[src/rtl/hz_pkg.sv]
package hz_pkg;
   typedef enum logic [1:0] {
      SRC_REGFILE = 2'b00,
      SRC_WB      = 2'b01,
      SRC_MEM     = 2'b10
   } src_sel_e;
endpackage

[src/rtl/hz_match.sv]
module hz_match #(
   parameter int REG_W        = 5,
   parameter bit R0_HARDWIRED = 1'b1
) (
   input  logic [REG_W-1:0] src,
   input  logic [REG_W-1:0] dst,
   input  logic             wen,
   output logic             hit
);
   localparam logic [REG_W-1:0] ZERO_REG = '0;

   generate
      if (R0_HARDWIRED) begin : g_r0_const
         always_comb hit = wen && (dst != ZERO_REG) && (src == dst);
      end else begin : g_r0_plain
         always_comb hit = wen && (src == dst);
      end
   endgenerate
endmodule

[src/rtl/hz_fwd_sel.sv]
module hz_fwd_sel
   import hz_pkg::*;
#(
   parameter int REG_W        = 5,
   parameter bit R0_HARDWIRED = 1'b1
) (
   input  logic             clk,
   input  logic             rst_n,
   input  logic [REG_W-1:0] src,
   input  logic [REG_W-1:0] mem_rd,
   input  logic             mem_wen,
   input  logic [REG_W-1:0] wb_rd,
   input  logic             wb_wen,
   output src_sel_e         sel
);
   logic hit_mem, hit_wb;

   hz_match #(.REG_W(REG_W), .R0_HARDWIRED(R0_HARDWIRED)) i_match_mem (
      .src(src), .dst(mem_rd), .wen(mem_wen), .hit(hit_mem)
   );
   hz_match #(.REG_W(REG_W), .R0_HARDWIRED(R0_HARDWIRED)) i_match_wb (
      .src(src), .dst(wb_rd), .wen(wb_wen), .hit(hit_wb)
   );

   always_comb begin
      if (hit_mem)     sel = SRC_MEM;
      else if (hit_wb) sel = SRC_WB;
      else             sel = SRC_REGFILE;
   end

   // the younger producer must win over the older one
   p_mem_prio_r2: assert property (@(posedge clk) disable iff (!rst_n)
      (mem_wen && mem_rd == src && mem_rd != '0) |-> (sel == SRC_MEM));
   // a disabled older producer never feeds the operand
   p_wb_gated_r3: assert property (@(posedge clk) disable iff (!rst_n)
      (sel == SRC_WB) |-> (wb_wen && wb_rd == src));
endmodule

[src/rtl/hz_load_use.sv]
module hz_load_use #(
   parameter int REG_W        = 5,
   parameter bit R0_HARDWIRED = 1'b1
) (
   input  logic             clk,
   input  logic             rst_n,
   input  logic [REG_W-1:0] id_rs,
   input  logic [REG_W-1:0] id_rt,
   input  logic [REG_W-1:0] ex_rd,
   input  logic             ex_wen,
   input  logic             ex_mrd,
   output logic             stall
);
   logic load_wr;
   logic hit_rs, hit_rt;

   always_comb load_wr = ex_wen && ex_mrd;

   hz_match #(.REG_W(REG_W), .R0_HARDWIRED(R0_HARDWIRED)) i_match_rs (
      .src(id_rs), .dst(ex_rd), .wen(load_wr), .hit(hit_rs)
   );
   hz_match #(.REG_W(REG_W), .R0_HARDWIRED(R0_HARDWIRED)) i_match_rt (
      .src(id_rt), .dst(ex_rd), .wen(load_wr), .hit(hit_rt)
   );

   always_comb stall = hit_rs || hit_rt;

   // only a load in execute may cause an interlock
   p_load_only_r5: assert property (@(posedge clk) disable iff (!rst_n)
      stall |-> (ex_mrd && ex_wen));
   // a matching load always interlocks
   p_match_stalls_r4: assert property (@(posedge clk) disable iff (!rst_n)
      (ex_mrd && ex_wen && ex_rd != '0 && (ex_rd == id_rs || ex_rd == id_rt)) |-> stall);
endmodule

[src/rtl/hz_unit.sv]
module hz_unit
   import hz_pkg::*;
#(
   parameter int REG_W        = 5,
   parameter bit R0_HARDWIRED = 1'b1
) (
   input  logic             clk,
   input  logic             rst_n,
   input  logic [REG_W-1:0] id_rs,
   input  logic [REG_W-1:0] id_rt,
   input  logic [REG_W-1:0] ex_rs,
   input  logic [REG_W-1:0] ex_rt,
   input  logic [REG_W-1:0] ex_rd,
   input  logic             ex_wen,
   input  logic             ex_mrd,
   input  logic [REG_W-1:0] mem_rd,
   input  logic             mem_wen,
   input  logic [REG_W-1:0] wb_rd,
   input  logic             wb_wen,
   output logic [1:0]       fwd_a,
   output logic [1:0]       fwd_b,
   output logic             hold_front,
   output logic             flush_idex
);
   localparam int N_OPND = 2;

   generate
      if (REG_W < 1 || REG_W > 8) begin : g_bad_width
         $error("hz_unit: REG_W must lie in 1..8");
      end
   endgenerate

   logic [REG_W-1:0] opnd_src [N_OPND];
   src_sel_e         opnd_sel [N_OPND];
   logic             stall;

   always_comb begin
      opnd_src[0] = ex_rs;
      opnd_src[1] = ex_rt;
   end

   generate
      for (genvar g = 0; g < N_OPND; g++) begin : g_opnd
         hz_fwd_sel #(.REG_W(REG_W), .R0_HARDWIRED(R0_HARDWIRED)) i_sel (
            .clk(clk), .rst_n(rst_n), .src(opnd_src[g]),
            .mem_rd(mem_rd), .mem_wen(mem_wen),
            .wb_rd(wb_rd), .wb_wen(wb_wen), .sel(opnd_sel[g])
         );
      end
   endgenerate

   hz_load_use #(.REG_W(REG_W), .R0_HARDWIRED(R0_HARDWIRED)) i_load_use (
      .clk(clk), .rst_n(rst_n), .id_rs(id_rs), .id_rt(id_rt),
      .ex_rd(ex_rd), .ex_wen(ex_wen), .ex_mrd(ex_mrd), .stall(stall)
   );

   always_comb begin
      fwd_a      = opnd_sel[0];
      fwd_b      = opnd_sel[1];
      hold_front = stall;
      flush_idex = stall;
   end

   // illegal select code never leaves the block
   p_sel_legal_r8: assert property (@(posedge clk) disable iff (!rst_n)
      (fwd_a != 2'b11) && (fwd_b != 2'b11));
   // hold and bubble always travel together
   p_hold_flush_r4: assert property (@(posedge clk) disable iff (!rst_n)
      hold_front == flush_idex);
   // register 0 is never bypassed
   p_zero_src_r3: assert property (@(posedge clk) disable iff (!rst_n)
      (R0_HARDWIRED && ex_rs == '0) |-> (fwd_a == 2'b00));
   // a writeback-only producer never interlocks decode
   p_wb_no_hold_r7: assert property (@(posedge clk) disable iff (!rst_n)
      (!ex_wen) |-> !hold_front);
endmodule

[config.mk]
export PLATFORM = sky130hd
export DESIGN_NAME = hz_unit
export DESIGN_NICKNAME = d
export VERILOG_FILES = /design/src/rtl/hz_pkg.sv /design/src/rtl/hz_match.sv /design/src/rtl/hz_fwd_sel.sv /design/src/rtl/hz_load_use.sv /design/src/rtl/hz_unit.sv
export SDC_FILE = /design/constraint.sdc
export NUM_CORES = 1
export LEC_CHECK = 0
export CAP_MARGIN = 20
export CORE_AREA = 2 2 39 41
export DETAILED_ROUTE_END_ITERATION = 10
export DIE_AREA = 0 0 41 43
export DONT_BUFFER_PORTS = 1
export PLACE_DENSITY = 0.55
export SKIP_LAST_GASP = 1
export SYNTH_ARGS = -nofsm -noshare
export SYNTH_HDL_FRONTEND = slang
export SYNTH_HIERARCHICAL = 1
export SYNTH_SLANG_ARGS = --single-unit
[constraint.sdc]
create_clock -name vclk -period 1.32
set_input_delay 0.264 -clock vclk [all_inputs]
set_output_delay 0.264 -clock vclk [all_outputs]
set_load 0.005 [all_outputs]
-- Word-level counts from Yosys, hierarchy flattened
Cells that the tools add are included.
- output and inout bits: 6
- input port bits: 41
- register bits: 0
- mux-type cells: 4
- reduce and logical (&&, ||, !) cells: 14
- equal/unequal tests: 6
- operators with widths (cell ; number):
    $eq A5 B5 Y1 ; 6
    $reduce_bool A5 Y1 ; 3
    $logic_and A1 B1 Y1 ; 10
    $mux W2 ; 2
    $mux W1 ; 2
    $logic_or A1 B1 Y1 ; 1

-- Longest topological paths before layout
- word-level depth: 5
- gate-level depth with buffers: 5
- mapped depth without buffers: 4

-- Cells and area by module
Netlist, hierarchy kept.
- by module, submodules not included (module ; times used ; cells each ; area each (um2)):
    hz_match ; 6 ; 10 ; 70.1
    hz_fwd_sel ; 2 ; 2 ; 21.3
    hz_load_use ; 1 ; 2 ; 12.5
    hz_unit ; 1 ; 1 ; 7.5

-- Worst setup path after synthesis
Ideal clock, no wire load.
- kind: input port to output port
- from: in ex_rd[0]
- to: out hold_front
- cell stages on the path: 5
- data arrival time: 1130 ps
- path slack: -74 ps
- data required time: 1056 ps
- path buffers: 1
- cells stage by stage: nor4_1 -> o21ai_0 -> and4_1 -> or2_1 -> buf_4
- word-level cells in the longest chain between the ends: 4
- elaborated cells on any way between the ends: 7
- classes of those cells: eq/ne (2); reduce/logical (5)
- ends and longest elaborated chain (item ; line ; text):
    start, declared ; hz_unit.sv:13 ; input logic [REG_W-1:0] ex_rd,
    $reduce_bool A5 Y1 ; hz_match.sv:14 ; always_comb hit = wen && (dst != ZERO_REG) && (src == dst);
    $logic_and A1 B1 Y1 ; hz_match.sv:14 ;
    $logic_and A1 B1 Y1 (*) ; hz_match.sv:14 ;
    net i_load_use.hit_rt ; hz_load_use.sv:15 ; logic hit_rs, hit_rt;
    $logic_or A1 B1 Y1 (*) ; hz_load_use.sv:26 ; always_comb stall = hit_rs || hit_rt;
    end, declared ; hz_unit.sv:22 ; output logic hold_front,
Mark *: on every way through the listed nets, which the timed path passes. The rest lies on a longest branch.

-- Worst setup path in the final report
- from: in wb_rd[3]
- to: out fwd_a[0]
- word-level cells in the longest chain between the ends: 5
- elaborated cells on any way between the ends: 6
- classes of those cells: eq/ne (1); mux (2); reduce/logical (3)
- ends and longest elaborated chain (item ; line ; text):
    start, declared ; hz_unit.sv:18 ; input logic [REG_W-1:0] wb_rd,
    $reduce_bool A5 Y1 ; hz_match.sv:14 ;
    $logic_and A1 B1 Y1 ; hz_match.sv:14 ;
    $logic_and A1 B1 Y1 (*) ; hz_match.sv:14 ;
    net g_opnd[0].i_sel.hit_wb ; hz_fwd_sel.sv:16 ; logic hit_mem, hit_wb;
    $mux W1 (*) ; hz_fwd_sel.sv:27 ; else if (hit_wb) sel = SRC_WB;
    $mux W2 (*) ; hz_fwd_sel.sv:26 ; if (hit_mem) sel = SRC_MEM;
    end, declared ; hz_unit.sv:20 ; output logic [1:0] fwd_a,
Marked as above.

==> results.tsv <==
metric	value	unit
dr_wl_met3	189	um
fp.dieArea	1763	um^2
power	90.28	uW
top_layer	met3	
end_kind	output port	
io_pins	47	
crit_type	in -> out	
core_area	1384	um^2
leakagePower	0.0001694	uW
crit_slowest_cell	nor3_1	
vias_per_cell	5.713	
pwr_density_cell	179.5	nW/um^2
ys.warnings.count	6	
relSlewSlack	0.8155	
start_util	0.3490	
drive_gt1_frac	0.1094	
placed_cells	80	
worstMarginPinSlew	0.2743	ns
final_util	0.3635	
drt-pass1-iter-count	3	
hp-class	in -> out	
area_growth	4.145	%
synth_top_area_frac	0.3264	
crit_path_max_incr_delay	0.24	ns
finalCritPeriodShare	0.9593	
setup_viol	0	
drc_errors	0	
seq_cell_count	0	
die_y	43	um
detail_route.wirelength	1119	um
synth_cell_types	11	
final_cells	80	
rsz0062_at_grt	true	
dpl.hpwl	1015	um
finalCriticalPeriod	1.266	ns
netlist_area	483.0	um^2
portBuffers	0	
rows	14	
die_x	41	um
wl_met1	403	um
syn_avg_cell_area	7.208	um^2
grt_max_degree	5	
regArea	0	um^2
wl_met2	526	um
synth_nets	108	
grt_use_total	0.1239	
postSynthCellCount	67	
cp_max_fo	4	
ant_nets	0	
vias	457	
yosysTopAreaCell	xor2_1	
grt-ovfl-total	0	
grt_pass1_wl	1614	um
avgRoutedWirePerCell	13.99	um
crit_arrival	1.00	ns
synth.area.top_cells	xor2_1, and4_1, xnor2_1	
critPathLaunchType	input port	
slew_viol_final	0	
crit_chain	xor2_1 -> nor3_1 -> and4_1 -> nor2b_4	
drt_iter0_markers	3	
nNetsFinal	107	
cp_data_required_time	1.06	ns
vdd_ir_drop_max	65.90	uV
finalHoldViolations	0	
synth.most_common_cell	xor2_1	
cap_violations	0	
synth_seq_area_share	0	
grt_pass1_vias	407	
fmax	789.7	MHz
clkbuf_count	0	
antenna_found_initial	0	
antenna_cells	0	
globalplace.congestion	0.7360	
status	finished clean	
synth_common_cells	xor2_1, or2_1	
[worst max-delay path, delay by kind of cell]
kind	cells	cell delay, ns
xor+xnor	1	0.14
simple gates	3	0.60
[timing repair]
item	4_1_cts	5_1_grt
hold buffers	0	0
setup buffers	0	0
resized for setup	0	7
endpoints found under the setup margin	0	3
[through the flow]
stage / hold slack, ns / TNS, ns / worst slack, ns / area [um^2]
floorplan: 0.7653 / -0.03109 / -0.03109 / 483.0
global placement: 0.7124 / 0 / 0.03686 / 480.5
detailed placement: 0.7139 / 0 / 0.03912 / 480.5
CTS: 0.7139 / 0 / 0.03912 / 480.5
global route: 0.7184 / -0.05965 / -0.02983 / 503.0
finish: 0.7136 / 0 / 0.05375 / 503.0
[per-layer routing]
metal,global-route usage,vias to the layer above
met2,0.2094,32
met4,0,0
met1,0.1614,196
met3,0.03141,0
li1,-,229
met5,0,-
[cell families after synthesis]
logic type	count (synthesis)	share of synthesized area
AOI/OAI and AO/OA	6	0.06218
xor gates and xnor gates	24	0.4352
buffers and inverters	3	0.04663
and+or+nand+nor	34	0.4560
[final timing paths]
kind  slack (ns)  endpoint      from  cells past startpoint
max         0.05  fwd_a[0]  wb_rd[3]                      4
min         0.71  fwd_a[1]   mem_wen                      1
[power by group]
part           internal [uW]  switching, uW  leakage, uW
clock                      0              0            0
sequential                 0              0            0
combinational           57.9           32.3     0.000169
[cell type report]
class | count | area (um^2)
Fill cell | 145 | 880.8
Multi-Input combinational cell | 64 | 483.0
Tap cell | 16 | 20.02
[cell usage in the layout, fill, tap and decap left out]
cell type	n
nor3_1	6
xnor2_1	6
nor4_1	3
and2_1	1
o21ai_0	4
and4_1	5
or2_4	1
nand2_1	6
and4_2	1
nor2b_4	2
nor4_2	3
xor2_1	18
o21ai_1	2
or2_1	6
Power figures use the tool's default switching activity.
